==> config.mk <==
export PLATFORM = sky130hd
export DESIGN_NAME = bus_width_adapter
export DESIGN_NICKNAME = d
export VERILOG_FILES = /design/src/rtl/bwa_pkg.sv /design/src/rtl/bwa_cfg_latch.sv /design/src/rtl/bwa_packer.sv /design/src/rtl/bwa_unpacker.sv /design/src/rtl/bus_width_adapter.sv
export SDC_FILE = /design/constraint.sdc
export NUM_CORES = 1
export LEC_CHECK = 0
export BUFFER_PORTS_ARGS = -buffer_cell sky130_fd_sc_hd__buf_2
export CAP_MARGIN = 0
export CORE_ASPECT_RATIO = 1.4
export CORE_MARGIN = 2
export CORE_UTILIZATION = 45
export CTS_BUF_LIST = sky130_fd_sc_hd__clkbuf_8
export CTS_CLUSTER_DIAMETER = 40
export CTS_CLUSTER_SIZE = 16
export DETAILED_ROUTE_END_ITERATION = 16
export MAX_ROUTING_LAYER = met4
export PLACE_DENSITY = 0.72
export SYNTH_ARGS = -nofsm -noshare
export SYNTH_HDL_FRONTEND = slang
export SYNTH_HIERARCHICAL = 1
export SYNTH_SLANG_ARGS = --single-unit
==> constraint.sdc <==
create_clock -name clk -period 3.3 [get_ports clk]
set_input_delay 0.495 -clock clk [delete_from_list [all_inputs] [get_ports clk]]
set_output_delay 0.495 -clock clk [all_outputs]
set_load 0.005 [all_outputs]
==> src/rtl/bwa_pkg.sv <==
// Shared types and helpers for the bus-matching width converter.
// Assumes a word of exactly four lanes, so the narrow modes are half and quarter.
package bwa_pkg;
    localparam int LANES = 4;
    localparam int CNT_W = 2;

    typedef enum logic [1:0] {
        PW_FULL = 2'd0,
        PW_HALF = 2'd1,
        PW_QTR  = 2'd2
    } port_width_e;

    // Map the matching enable and a side's narrow select to a port width.
    function automatic port_width_e decode_width(input logic match_en, input logic narrow);
        if (!match_en) return PW_FULL;
        return narrow ? PW_QTR : PW_HALF;
    endfunction

    // Index of the final beat of a word for a given width.
    function automatic logic [CNT_W-1:0] last_beat(input port_width_e w);
        case (w)
            PW_FULL: return 2'd0;
            PW_HALF: return 2'd1;
            default: return 2'd3;
        endcase
    endfunction

    // Word slice addressed by beat number cnt under the chosen order.
    function automatic logic [CNT_W-1:0] beat_slot(input port_width_e w, input logic little,
                                                   input logic [CNT_W-1:0] cnt);
        return little ? cnt : last_beat(w) - cnt;
    endfunction
endpackage

==> src/rtl/bwa_cfg_latch.sv <==
// Captures the port widths and beat order while reset is low and holds them after.
// Assumes reset is held for at least one clock edge with stable configuration inputs.
module bwa_cfg_latch
    import bwa_pkg::*;
(
    input  logic        clk,
    input  logic        rst_n,
    input  logic        cfg_bus_match,
    input  logic        cfg_wr_narrow,
    input  logic        cfg_rd_narrow,
    input  logic        cfg_little_endian,
    output port_width_e wr_width,
    output port_width_e rd_width,
    output logic        little
);
    // Sample configuration only during reset.
    always_ff @(posedge clk) begin
        if (!rst_n) begin
            wr_width <= decode_width(cfg_bus_match, cfg_wr_narrow);
            rd_width <= decode_width(cfg_bus_match, cfg_rd_narrow);
            little   <= cfg_little_endian;
        end
    end
endmodule

==> src/rtl/bwa_packer.sv <==
// Assembles narrow write beats into one full word, then offers it through a push handshake.
// Assumes the width and order inputs are static outside reset. Reset drops any partial word.
module bwa_packer
    import bwa_pkg::*;
#(
    parameter  int LANE_W = 9,
    localparam int WORD_W = LANES * LANE_W,
    localparam int HALF   = LANES / 2
) (
    input  logic              clk,
    input  logic              rst_n,
    input  port_width_e       width,
    input  logic              little,
    input  logic              in_valid,
    output logic              in_ready,
    input  logic [WORD_W-1:0] in_data,
    output logic              push_valid,
    input  logic              push_ready,
    output logic [WORD_W-1:0] push_data
);
    logic             full_q;
    logic [CNT_W-1:0] cnt_q;
    logic [CNT_W-1:0] slot;
    logic             in_fire;

    assign in_ready   = !full_q;
    assign push_valid = full_q;
    assign in_fire    = in_valid && in_ready;
    assign slot       = beat_slot(width, little, cnt_q);

    for (genvar j = 0; j < LANES; j++) begin : g_lane
        logic              hit;
        logic [LANE_W-1:0] src;
        logic [LANE_W-1:0] lane_q;

        // Decide whether this lane is written by the current beat and from which input lane.
        always_comb begin
            unique case (width)
                PW_FULL: begin
                    hit = 1'b1;
                    src = in_data[j*LANE_W +: LANE_W];
                end
                PW_HALF: begin
                    hit = (slot == CNT_W'(j / HALF));
                    src = in_data[(j % HALF)*LANE_W +: LANE_W];
                end
                default: begin
                    hit = (slot == CNT_W'(j));
                    src = in_data[LANE_W-1:0];
                end
            endcase
        end

        // Hold this lane of the word being assembled.
        always_ff @(posedge clk) begin
            if (!rst_n)              lane_q <= '0;
            else if (in_fire && hit) lane_q <= src;
        end

        assign push_data[j*LANE_W +: LANE_W] = lane_q;
    end

    // Count beats and mark the word complete after its last beat.
    always_ff @(posedge clk) begin
        if (!rst_n) begin
            full_q <= 1'b0;
            cnt_q  <= '0;
        end else if (full_q) begin
            if (push_ready) full_q <= 1'b0;
        end else if (in_fire) begin
            if (cnt_q == last_beat(width)) begin
                full_q <= 1'b1;
                cnt_q  <= '0;
            end else begin
                cnt_q <= cnt_q + 1'b1;
            end
        end
    end
endmodule

==> src/rtl/bwa_unpacker.sv <==
// Takes one word through a pop handshake and emits it as narrow beats in the chosen order.
// Assumes the width and order inputs are static outside reset. Narrow beats are zero-extended.
module bwa_unpacker
    import bwa_pkg::*;
#(
    parameter  int LANE_W = 9,
    localparam int WORD_W = LANES * LANE_W,
    localparam int HALF   = LANES / 2
) (
    input  logic              clk,
    input  logic              rst_n,
    input  port_width_e       width,
    input  logic              little,
    input  logic              pop_valid,
    output logic              pop_ready,
    input  logic [WORD_W-1:0] pop_data,
    output logic              out_valid,
    input  logic              out_ready,
    output logic [WORD_W-1:0] out_data
);
    logic              loaded_q;
    logic [CNT_W-1:0]  cnt_q;
    logic [WORD_W-1:0] word_q;
    logic [CNT_W-1:0]  slot;
    logic [WORD_W-1:0] half_view;
    logic [WORD_W-1:0] qtr_view;

    assign pop_ready = !loaded_q;
    assign out_valid = loaded_q;
    assign slot      = beat_slot(width, little, cnt_q);
    assign half_view = word_q >> (LANE_W * HALF * int'(slot));
    assign qtr_view  = word_q >> (LANE_W * int'(slot));

    for (genvar i = 0; i < LANES; i++) begin : g_lane
        // Route the addressed slice to the low lanes and zero the rest.
        always_comb begin
            unique case (width)
                PW_FULL: out_data[i*LANE_W +: LANE_W] = word_q[i*LANE_W +: LANE_W];
                PW_HALF: out_data[i*LANE_W +: LANE_W] =
                             (i < HALF) ? half_view[i*LANE_W +: LANE_W] : '0;
                default: out_data[i*LANE_W +: LANE_W] =
                             (i == 0) ? qtr_view[LANE_W-1:0] : '0;
            endcase
        end
    end

    // Load a word when idle and step through its beats as they are taken.
    always_ff @(posedge clk) begin
        if (!rst_n) begin
            loaded_q <= 1'b0;
            cnt_q    <= '0;
            word_q   <= '0;
        end else if (!loaded_q) begin
            if (pop_valid) begin
                word_q   <= pop_data;
                loaded_q <= 1'b1;
                cnt_q    <= '0;
            end
        end else if (out_ready) begin
            if (cnt_q == last_beat(width)) begin
                loaded_q <= 1'b0;
                cnt_q    <= '0;
            end else begin
                cnt_q <= cnt_q + 1'b1;
            end
        end
    end
endmodule

==> src/rtl/bus_width_adapter.sv <==
// Top of the bus-matching width converter: configuration latch, write packer, read unpacker.
// Assumes configuration inputs are stable while reset is low. The two paths are independent.
module bus_width_adapter
    import bwa_pkg::*;
#(
    parameter  int LANE_W = 9,
    localparam int WORD_W = LANES * LANE_W
) (
    input  logic              clk,
    input  logic              rst_n,
    input  logic              cfg_bus_match,
    input  logic              cfg_wr_narrow,
    input  logic              cfg_rd_narrow,
    input  logic              cfg_little_endian,
    input  logic              in_valid,
    output logic              in_ready,
    input  logic [WORD_W-1:0] in_data,
    output logic              push_valid,
    input  logic              push_ready,
    output logic [WORD_W-1:0] push_data,
    input  logic              pop_valid,
    output logic              pop_ready,
    input  logic [WORD_W-1:0] pop_data,
    output logic              out_valid,
    input  logic              out_ready,
    output logic [WORD_W-1:0] out_data
);
    port_width_e wr_width;
    port_width_e rd_width;
    logic        little;

    bwa_cfg_latch u_cfg (
        .clk               (clk),
        .rst_n             (rst_n),
        .cfg_bus_match     (cfg_bus_match),
        .cfg_wr_narrow     (cfg_wr_narrow),
        .cfg_rd_narrow     (cfg_rd_narrow),
        .cfg_little_endian (cfg_little_endian),
        .wr_width          (wr_width),
        .rd_width          (rd_width),
        .little            (little)
    );

    bwa_packer #(.LANE_W(LANE_W)) u_pack (
        .clk        (clk),
        .rst_n      (rst_n),
        .width      (wr_width),
        .little     (little),
        .in_valid   (in_valid),
        .in_ready   (in_ready),
        .in_data    (in_data),
        .push_valid (push_valid),
        .push_ready (push_ready),
        .push_data  (push_data)
    );

    bwa_unpacker #(.LANE_W(LANE_W)) u_unpack (
        .clk       (clk),
        .rst_n     (rst_n),
        .width     (rd_width),
        .little    (little),
        .pop_valid (pop_valid),
        .pop_ready (pop_ready),
        .pop_data  (pop_data),
        .out_valid (out_valid),
        .out_ready (out_ready),
        .out_data  (out_data)
    );
endmodule

* After elaboration in Yosys (flattened, before gate mapping)
Index checks and enable logic that the tools add are counted.
Word-level totals: register bits after elaboration 83
Cells by class: $add $sub $neg 4, multipliers 2, eq/ne operators 8, shifts and indexed selects 2, multiplexer cells 41, bitwise operators 2, reductions and logical operators 15
Operators by type and width (number):
- $pmux 9 s2 | 3
- $mux 2 | 18
- $mux 9 | 4
- $shr 36x32->18 | 1
- $shr 36x32->9 | 1
- $mul 4x2->6 const A | 2
- $mux 1 | 11
- $pmux 2 s2 | 2
- $eq 2x1->1 const B | 3
- $logic_not 2->1 | 3
- $pmux 1 s2 | 3
- $reduce_and 2->1 | 3
- $logic_and 1x1->1 | 5
- $add 2x1->2 const B | 2
- $eq 2x2->1 | 2
- $eq 2x2->1 const B | 2
- $sub 2x2->2 | 2
- $logic_not 1->1 | 2
- $ne 2x2->1 const B | 1
- $not 1->1 | 2
- $reduce_bool 2->1 | 1
- $reduce_or 2->1 | 1

* Depth between registers and ports, before layout
Gate-level depths: netlist of run 1.
word-level depth 9, gate-level depth with buffers 12, mapped depth without buffers 7

* Cells and area by module
The synthesis of run 1 kept the hierarchy.
Modules (own cells, without submodules):
- bwa_packer | times used 1, cells each 296, area an instance 2383.5 sq um, seq. area each 780.7 sq um
- bwa_unpacker | times used 1, cells each 255, area an instance 2152.1 sq um, seq. area each 780.7 sq um
- bwa_cfg_latch | times used 1, cells each 10, area an instance 186.4 sq um, seq. area each 150.1 sq um

* Worst setup path before layout of run 1
OpenSTA, ideal clock, no wires.
kind register to output, start register u_cfg.rd_width[1], end output port out_data[6], arrival 2464 ps, data required time 2805 ps, slack 341 ps, stages on the path, launching flop included 13, path buffers 5, path through edfxtp_1 buf_6 nor2_1 clkbuf_1 clkbuf_1 ha_1 nor2b_2 or2_1 buf_6 nor4b_4 buf_6 a32oi_1 nand3_1
Between the ends: cells in the longest elaborated chain, start to end 7, elaborated cells on any way between the ends 10, those cells by class 1 x add/sub; 2 x mul; 1 x eq/ne; 2 x shift; 3 x mux; 1 x reduce/logical
Ends and longest elaborated chain:
- start, declared | RTL line bwa_cfg_latch.sv:13 | output port_width_e rd_width,
- start signal, assigned | RTL line bwa_cfg_latch.sv:20 | rd_width <= decode_width(cfg_bus_match, cfg_rd_narrow);
- $eq 2x1->1 / $logic_not 2->1 (equally long branches) | RTL line bwa_pkg.sv:21, bwa_unpacker.sv:37
- $pmux 2 s2 | RTL line bwa_pkg.sv:21 | case (w)
- $sub 2x2->2 | RTL line bwa_pkg.sv:31 | return little ? cnt : last_beat(w) - cnt;
- $mux 2 | RTL line bwa_pkg.sv:31
- $mul 4x2->6 | RTL line bwa_unpacker.sv:31, bwa_unpacker.sv:32
- $shr 36x32->9 / $shr 36x32->18 (equally long branches) | RTL line bwa_unpacker.sv:32, bwa_unpacker.sv:31
- $pmux 9 s2 * | RTL line bwa_unpacker.sv:37 | unique case (width)
- end, declared | RTL line bus_width_adapter.sv:26 | output logic [WORD_W-1:0] out_data
Every way passes the cells marked *; elsewhere a longest branch is shown, timed or not.

* Final worst setup path of run 1
start register u_cfg.rd_width[0], end output port out_data[5]
The elaborated chain is that of the path after synthesis.

==> results.md, run 1 <==
- Status: finished, final reports clean
- Final setup vio count: 0
- Via count: 4,736
- Mapped Avg Cell Area: about 8.4 µm²
- # H-tree levels: 3
- Initial antenna violation count: 0
- WL/cell: 17.09 µm
- Leading cell types by count after synthesis: 116 x nand2_1, 78 x dfxtp_1, 39 x nand3_1
- Die Y: 125.2 µm
- Max IR drop VDD: between 0.0002 and 0.00025 V
- Worst hold path type: in -> reg
- CP endpoint kind: primary output
- Unique masters post-synth: 64
- Drt drc: 0
- 1st-iter DRT viols: 385
- CTS clk-pin slew, worst paths: 0.09 ns
- Post-synthesis sequential area ratio: 36.25%
- Clk_lat worst skew: approximately 0.36 ns
- Cells after Synth: around 560
- Num ports: 158
- Largest net degree at the start of global routing: 80
- Reg2reg start: u_pack/cnt_q[0]
- Vias per inst: 5.679
- CTS resizes: 0
- Number of global-route vias before repair: between 4,000 and 5,000
- Grt total ovfl: 0
- Longest Clk Path Bufs: 2
- Leak: 2.619 nW
- Fin crit period: around 3.1 ns
- Clock skew: roughly 0.021 ns
- Diode count: 0
- Ys flop type: dfxtp_1
- Async set-or-reset flop fraction in the synthesized netlist: 0%
- RSZ-0062 raised after global routing: no
- Total track usage: 25.68%
- Pwr Total: approximately 2.5 mW
- DP Area: 5489 µm²
- Most common cell in the netlist: nand2_1
- Slew Viols, Final: 0
- CTS tree: done
- CTS Hold Buffers Added: 0
- PortBufs: 157
- Synth top area cells: dfxtp_1 33%, nand2_1 9.2%, nand3_1 4.1%
- Starting Density: 45.87%
- Critical path startpoint category: register
- First-pass DRT Iterations: 5
- Worst EP required: around 2.8 ns
- Worst hold start: cfg_little_endian
- Ys Warns: 6
- HPWL Detailed: 10.36 mm
- Drt total wl: 14.26 mm
- Synth Register Bits: 83
- Worst-path fanout max: 11
- Mapped Nets: 645
- Reg2reg end: u_pack/g_lane[2].lane_q[0]
- Kind of critical path: reg -> out
- Post-synthesis cell area: 4722 µm²
- Post-synth EDFFs: 5
- GPL Wtd Cong: approximately 0.88
- Post-route cell area: 5703 µm²
- Clk sink count: 83
- Final #Nets: 775
- Synthesis-to-finish area growth: 20.77%
- Worst Reg-to-Reg Cells: 6
- Period utilization: 95.05%
- Antenna Nets Post-Route: 0
- Postcts setup bufs: 0
- Crit path DAT: about 2.6 ns
- Worst-Margin Slew: 1.244 ns
- CORE AREA: 10,290 µm²
- First-pass GRT wire length: 22.70 mm
- Worst Setup EP: out_data[5]
- Max-cap viol count: 0
- Worst Setup SP: u_cfg/rd_width[0]
- Top cell type's share of synthesized area: between 30% and 40%
- R2r setup slk: 0.66 ns
- Top cell type by total area after synthesis: dfxtp_1
- Final Hold Fails: 0
- Power Density: 444.4 nW/µm²
- Layout cells sized above 1: 30.60%
- Area of the die: 11,340 µm²
- CTS buffer count: 9
- Max_slew headroom: 16.85%
- # rows: 44
- Die width: approximately 90 µm
- Fmax: 318.8 MHz
- Setup tns final: 0 ns
- Clk root buf: clkbuf_8
## routing by layer
metal	GRT usage, %	part of all wire, %
met2	43.72	50
met1	29.29	38
met3	5.181	8.8
met5	-	0
met4	10.68	3.0
## logic make-up after synthesis
family	after synthesis	synth area share [%]
AOI/OAI and AO/OA	157	27.40
xor gates and xnor gates	7	2.252
adders and majority gates	2	0.5299
buffers and inverters	54	6.015
DFF	83	36.25
muxes	11	2.517
and+or+nand+nor	247	25.04
## critical path: stages (launching register included)
cell and delay [ns]:
edfxtp_1 0.40, nor2_1 0.18, ha_1 0.31, nor2b_2 0.20, or2_4 0.30, nor4b_4 0.21, buf_4 0.22, a31o_4 0.17
a221o_1 0.17, buf_2 0.11
## stage by stage
stage | cells | setup slack, ns | utilization, % | hold WS [ns]
6_report | 834 | 0.1634 | 55.40 | 0.3395
5_1_grt | 834 | 0.01935 | 55.40 | 0.3170
4_1_cts | 834 | 0.07578 | 55.37 | 0.3252
3_5_place_dp | 818 | 0.4939 | 53.32 | 0.4622
3_3_place_gp | 818 | 0.5574 | 53.32 | 0.4579
2_1_floorplan | 561 | 0.3414 | - | 0.4434
## layout make-up
type                       count  area, µm²
clock inverter                 5      60.06
multi-input combinational    424       2731
timing repair buffer         165      845.8
sequential                    83       1712
fill                         994       4592
clock buffer                  11      151.4
inverter                       8      30.03
tap                          138      172.7
## placed cells by master (no fill, tap or decap), drive strengths merged, types with 2 or more instances in the layout
cell type / count
a211oi: 2
a21boi: 36
a21oi: 9
a221o: 8
a22o: 9
a2bb2oi: 2
a311o: 9
a31o: 10
a32o: 18
a32oi: 2
and2: 23
and2b: 2
and3b: 3
buf: 165
clkbuf: 11
clkinv: 2
dfxtp: 78
edfxtp: 5
ha: 2
inv: 10
mux2i: 10
nand2: 116
nand2b: 3
nand3: 39
nor2: 36
nor2b: 7
nor3: 11
nor4b: 3
o211a: 11
o211ai: 10
o21ai: 24
xnor2: 6
## state kept, by name (all words and copies together), names as in the netlist
signal / flops
u_cfg/little: 1
u_cfg/rd_width: 2
u_cfg/wr_width: 2
u_pack/cnt_q: 2
u_pack/g_lane.lane_q: 36
u_pack/push_valid: 1
u_unpack/cnt_q: 2
u_unpack/out_valid: 1
u_unpack/word_q: 36
## worst min-delay path by stage
stage	cells past startpoint	slack, ns	to
after floorplan	2	0.44	u_unpack/word_q[23]
after global placement	2	0.46	u_pack/g_lane[3].lane_q[4]
after detailed placement	2	0.46	u_pack/g_lane[3].lane_q[1]
after CTS	1	0.33	u_cfg/little
after global routing	1	0.32	u_cfg/little
final	1	0.34	u_cfg/little
## report_power, final
| group | total (mW) | leakage, nW | switching (mW) | internal [mW] |
|---|---|---|---|---|
| sequential | 1.17 | 0.688 | 0.0754 | 1.09 |
| clock | 0.780 | 0.111 | 0.386 | 0.394 |
| combinational | 0.585 | 1.82 | 0.333 | 0.253 |
| total | 2.53 | 2.62 | 0.794 | 1.74 |
Power figures use the tool's default switching activity.
==> run 2, diff against run 1 <==
==> constraint.sdc (replaced) <==
create_clock -name clk -period 3.1 [get_ports clk]
set_input_delay 0.465 -clock clk [delete_from_list [all_inputs] [get_ports clk]]
set_output_delay 0.465 -clock clk [all_outputs]
set_load 0.005 [all_outputs]
==> run 2 against run 1 <==
Cell count is 0.12% higher. Largest cell class unchanged. Routed wire length is 0.64% higher. Register-to-register slack worse by 0.21 ns. Sequential power is 7% higher. Clock skew is 0.012 ns lower. Highest routed layer unchanged. Sequential share of layout area is 0.19 points higher. Hold slack worse by 0.031 ns. Design area is 0.61% lower.
==> results.md, run 2 (same netlist as run 1, synthesis figures left out) <==
- Status: finished, final reports clean
- Grt total ovfl: 0
- Clock skew: 0.008227 ns
- Sequential share of power: about half
- Commonest non-fill, non-tap cells in the layout: 157 x buf_2, 116 x nand2_1, 78 x dfxtp_1
- HPWL Detailed: between 10 and 15 mm
- Crit-path max cell delay: approximately 0.4 ns
- CTS resizes: 0
- First-pass GRT wire length: 22.89 mm
- Setup tns final: 0 ns
- # rows: 44
- CP endpoint kind: primary output
- Final std cells w/o fill: 835
- Worst hold path type: in -> reg
- Initial antenna violation count: 0
- Number of global-route vias before repair: 4,580
- Synthesis-to-finish area growth: 20.03%
- CTS buffer count: 9
- Clock power frac: 26.3%
- Period utilization: a little over nine tenths
- Commonest non-fill, non-tap cell in the layout: buf_2
- Fillers: 994
- Worst-Margin Slew: 0.8959 ns
- Kind of critical path: reg -> out
- Starting Density: 45.87%
- Registers with the most flip-flops: u_pack/g_lane.lane_q (36), u_unpack/word_q (36)
- CTS clk-pin slew, worst paths: ~0.080 ns
- Antenna Nets Post-Route: 0
- Die width: 90.58 µm
- Reg2reg start: u_cfg/wr_width[1]
- Area of the die: 11,340 µm²
- Reported net switching power: 0.8231 mW
- Final #Nets: slightly below 800
- PortBufs: 157
- Fmax: ~340 MHz
- Worst-path fanout max: 10
- Sw Share: roughly a third
- Pwr Total: approximately 2.5 mW
- Multi-input gate area: ~2700 µm²
- Fin crit period: 2.943 ns
- Leak: 2.611 nW
- Via count: between 4,000 and 5,000
- Slew Viols, Final: 0
- Layout cells sized above 1: 30.56%
- Clk_lat worst skew: approximately 0.35 ns
- Worst hold start: cfg_little_endian
- WL/cell: 17.18 µm
- Crit path DAT: 2.48 ns
- Pint: about 1.7 mW
- CP Cell Sequence: nor2_1 -> ha_1 -> nor2b_2 -> or2_4 -> nor4b_4 -> buf_6 -> a32oi_1 -> nand3_1 -> buf_2
- Diode count: 0
- Max IR drop VDD: approximately 0.00023 V
- Max-cap viol count: 0
- Critical path startpoint category: register
- CORE AREA: between 10,000 and 15,000 µm²
- CTS Hold Buffers Added: 0
- # H-tree levels: 3
- Reg2reg end: u_pack/g_lane[1].lane_q[0]
- Vias per inst: between 5 and 6
- CTS tree: done
- Clk sink count: 83
- R2r setup slk: 0.45 ns
- Sequential Area: about 1700 µm²
- Placed cells: slightly above 800
- Final Hold Fails: 0
- Longest Clk Path Bufs: 2
- Gate power share: 24.7%
- Fin worst setup slack: between 0.15 and 0.2 ns
- Clk root buf: clkbuf_8
- First-pass DRT Iterations: 7
- Die Y: 125.2 µm
- Hold depth: 1
- Drt total wl: 14.35 mm
- Final setup vio count: 0
- Worst EP required: between 2 and 3 ns
- Postcts setup bufs: 0
- Power Density: about 450 nW/µm²
- Num ports: 158
- Hold endpoint: u_cfg/little
- Final Core Density: 55.06%
- Place WS: about 0.42 ns
- Worst Reg-to-Reg Cells: 7
- Largest net degree at the start of global routing: 98
- Drt drc: 0
- 1st-iter DRT viols: 330
- Max_slew headroom: between 40% and 50%
- GPL Wtd Cong: 0.9091
- RSZ-0062 raised after global routing: no
- Total track usage: 25.77%
- Slowest cell on the critical path: edfxtp_1
run 2: cell types whose count changed in the layout (fill, tap and decap cells not counted), sizes merged:
| cell | before | now |
|---|---|---|
| bufinv | 1 | 0 |
| inv | 10 | 12 |
| clkbuf | 11 | 9 |
| buf | 165 | 167 |
run 2: how the worst max path moves through the flow:
stage	start	end	slack (ns)	depth (start not counted)
floorplan	u_cfg/rd_width[1]	out_data[6]	0.17	12
global placement	u_cfg/rd_width[0]	out_data[6]	0.48	9
detailed placement	u_cfg/rd_width[0]	out_data[6]	0.42	9
CTS	u_cfg/rd_width[1]	out_data[6]	0.03	9
global route	u_cfg/rd_width[1]	out_data[6]	0.01	9
finish	u_cfg/rd_width[1]	out_data[6]	0.16	9
run 2: worst max-delay path: cells and delay by family, from the launching register on:
| kind | cells | cell delay (ns) |
|---|---|---|
| AOI/OAI and AO/OA | 1 | 0.08 |
| adders and majority gates | 1 | 0.30 |
| buffers and inverters | 2 | 0.32 |
| DFF | 1 | 0.40 |
| and+or+nand+nor | 5 | 1.03 |
run 2: metrics by stage:
step / hold WS, ns / instance area, µm²
after global routing: 0.2866 / 5668
after CTS: 0.2901 / 5662
final: 0.3082 / 5668
after global placement: 0.4558 / 5504
after floorplan: 0.4434 / 4722
after detailed placement: 0.4621 / 5504
run 2: power groups by stage:
stage	combinational, mW	sequential, mW	clock (mW)
finish	0.628	1.25	0.667
global route	0.689	1.26	0.733
CTS	0.621	1.24	0.689
detailed placement	0.615	1.27	0
global placement	0.603	1.27	0
floorplan	0.413	1.25	0
run 2: layout make-up:
class | count | share of cell area, %
Multi-Input combinational cell | 424 | 48.19
Clock inverter | 6 | 0.5960
Sequential cell | 83 | 30.20
Tap cell | 138 | 3.046
Timing Repair Buffer | 167 | 15.25
Clock buffer | 9 | 2.185
Inverter | 8 | 0.5298
run 2: per-layer routing:
metal,routed length [µm],global-route usage [%],share of wire [%]
met2,7138,44.03,50
met3,1219,4.940,8.5
met4,433,10.14,3.0
met1,5555,29.68,39
met5,0,-,0
==> run 3, diff against run 2 <==
--- a/config.mk
+++ b/config.mk
@@ -5,7 +5,7 @@
 export SDC_FILE = /design/constraint.sdc
 export NUM_CORES = 1
 export LEC_CHECK = 0
-export BUFFER_PORTS_ARGS = -buffer_cell sky130_fd_sc_hd__buf_2
+export BUFFER_PORTS_ARGS = -buffer_cell sky130_fd_sc_hd__buf_4
 export CAP_MARGIN = 0
 export CORE_ASPECT_RATIO = 1.4
 export CORE_MARGIN = 2
@@ -14,6 +14,7 @@
 export CTS_CLUSTER_DIAMETER = 40
 export CTS_CLUSTER_SIZE = 16
 export DETAILED_ROUTE_END_ITERATION = 16
+export GPL_ROUTABILITY_DRIVEN = 0
 export MAX_ROUTING_LAYER = met4
 export PLACE_DENSITY = 0.72
 export SYNTH_ARGS = -nofsm -noshare
==> run 3 against run 2 <==
Design area increased by 8.5%. Critical path type unchanged. Count of clock-buffer cells in the layout unchanged. Critical path depth shrank 1. Total power grew 8.4%. Non-clock buffer count is 5 higher. Worst setup slack lost 0.084 ns. Register-to-register slack got worse by 0.10 ns. Global-route usage is 1.1 points higher. Hold slack worse by 0.027 ns. Highest routed layer unchanged.
==> results.md, run 3 (same netlist as run 1, synthesis figures left out) <==
- Status: finished, final reports clean
- Clk_lat worst skew: 0.36 ns
- Fmax: 330.4 MHz
- Commonest non-fill, non-tap cells in the layout: 171 x buf_4, 116 x nand2_1, 78 x dfxtp_1
- Pint: 1.884 mW
- Num ports: about 160
- Final #Nets: 782
- Antenna Nets Post-Route: 0
- Worst Reg-to-Reg Cells: 7
- Clock skew: about 0.011 ns
- Layout cells sized above 1: 31.44%
- Period utilization: 97.63%
- CTS buffer count: 9
- Initial antenna violation count: 0
- Area of the die: between 10,000 and 15,000 µm²
- CTS Hold Buffers Added: 0
- R2r setup slk: 0.35 ns
- Fillers: 936
- Via count: between 4,000 and 5,000
- CTS tree: done
- First-pass DRT Iterations: 6
- Number of global-route vias before repair: approximately 4,700
- Die width: 90.58 µm
- Longest Clk Path Bufs: 2
- Drt total wl: approximately 15 mm
- Worst hold start: cfg_little_endian
- Worst hold path type: in -> reg
- Pwr Total: ~2.8 mW
- CORE AREA: 10,290 µm²
- 1st-iter DRT viols: 262
- HPWL Detailed: 10.95 mm
- Max_slew headroom: between 40 and 50%
- Die Y: ~130 µm
- Reg2reg start: u_cfg/wr_width[1]
- Clk root buf: clkbuf_8
- Commonest non-fill, non-tap cell in the layout: buf_4
- Sequential share of power: 45.4%
- WL/cell: 18.09 µm
- Max-cap viol count: 0
- Worst-path fanout max: 8
- Kind of critical path: reg -> out
- Vias per inst: approximately 5.7
- Worst-Margin Slew: ~0.8 ns
- Final setup vio count: 0
- Registers with the most flip-flops: u_pack/g_lane.lane_q (36), u_unpack/word_q (36)
- Drt drc: 0
- Synthesis-to-finish area growth: 30.26%
- PortBufs: 157
- # H-tree levels: 3
- Final Hold Fails: 0
- Grt total ovfl: 0
- Fin crit period: between 3 and 4 ns
- Critical path startpoint category: register
- Leak: 2.726 nW
- Sw Share: 31.62%
- Clock power frac: 28.7%
- Clk sink count: slightly above 80
- Largest net degree at the start of global routing: 64
- Power Density: 447.8 nW/µm²
- Worst EP required: 2.63 ns
- Hold depth: 1
- Starting Density: around 46%
- Total track usage: between 20% and 30%
- Post-route cell area: 6151 µm²
- Reported net switching power: 0.8710 mW
- CTS clk-pin slew, worst paths: approximately 0.090 ns
- # rows: 44
- CP endpoint kind: primary output
- Diode count: 0
- Reg2reg end: u_pack/g_lane[2].lane_q[4]
- Gate power share: 26.0%
- Hold endpoint: u_cfg/little
- DP Area: 5919 µm²
- Crit path DAT: 2.56 ns
- First-pass GRT wire length: 23.90 mm
- Slew Viols, Final: 0
- Max IR drop VDD: between 0.0002 and 0.0003 V
-- run 3: final cells by class --
type	instances	area [µm²]	area share (%)
multi-input combinational	424	2751	44.73
clock buffer	9	123.9	2.014
inverter	8	30.03	0.4882
sequential	83	1712	27.83
clock inverter	7	66.31	1.078
tap	138	172.7	2.807
timing repair buffer	172	1295	21.05
-- run 3: how the worst max path moves through the flow --
stage,start,endpoint
6_report,u_cfg/rd_width[0],out_data[0]
5_1_grt,u_cfg/rd_width[0],out_data[0]
4_1_cts,u_cfg/rd_width[0],out_data[6]
2_1_floorplan,u_cfg/rd_width[1],out_data[6]
3_3_place_gp,u_cfg/rd_width[0],out_data[6]
3_5_place_dp,u_cfg/rd_width[0],out_data[6]
-- run 3: routing by layer --
| metal | share of wire (%) | global-route usage, % | up-vias |
|---|---|---|---|
| met1 | 38 | 31.29 | 2234 |
| met5 | 0 | - | - |
| met2 | 51 | 45.96 | 273 |
| met4 | 3.1 | 9.864 | 0 |
| li1 | - | - | 2286 |
| met3 | 8.1 | 4.759 | 36 |
-- run 3: metrics by stage --
| stage | cells | TNS [ns] | utilization (%) | setup WS, ns | hold slack (ns) |
|---|---|---|---|---|---|
| floorplan | 561 | 0 | - | 0.1714 | 0.4434 |
| global placement | 823 | 0 | 57.50 | 0.4910 | 0.4538 |
| detailed placement | 823 | 0 | 57.50 | 0.4113 | 0.4598 |
| CTS | 839 | 0 | 59.35 | 0.009236 | 0.2683 |
| global route | 841 | -0.02248 | 59.75 | -0.01830 | 0.2636 |
| finish | 841 | 0 | 59.75 | 0.07353 | 0.2809 |
-- run 3: critical path: stages, from the launching register on --
cell,delay (ns)
edfxtp_1,0.45
nor2_4,0.18
ha_4,0.23
nor2b_2,0.18
or2_4,0.29
nor4b_4,0.37
a31o_4,0.21
a221o_1,0.18
buf_4,0.11
-- run 3: power groups by stage --
| stage | sequential, mW | clock (mW) | combinational (mW) |
|---|---|---|---|
| detailed placement | 1.27 | 0 | 0.696 |
| global route | 1.26 | 0.847 | 0.773 |
| finish | 1.25 | 0.790 | 0.715 |
| global placement | 1.27 | 0 | 0.683 |
| CTS | 1.25 | 0.798 | 0.699 |
| floorplan | 1.25 | 0 | 0.413 |
-- run 3: repair_timing --
action | CTS | global route
setup buffers | 0 | 1
resized for setup | 0 | 6
setup endpoints to repair | 0 | 18
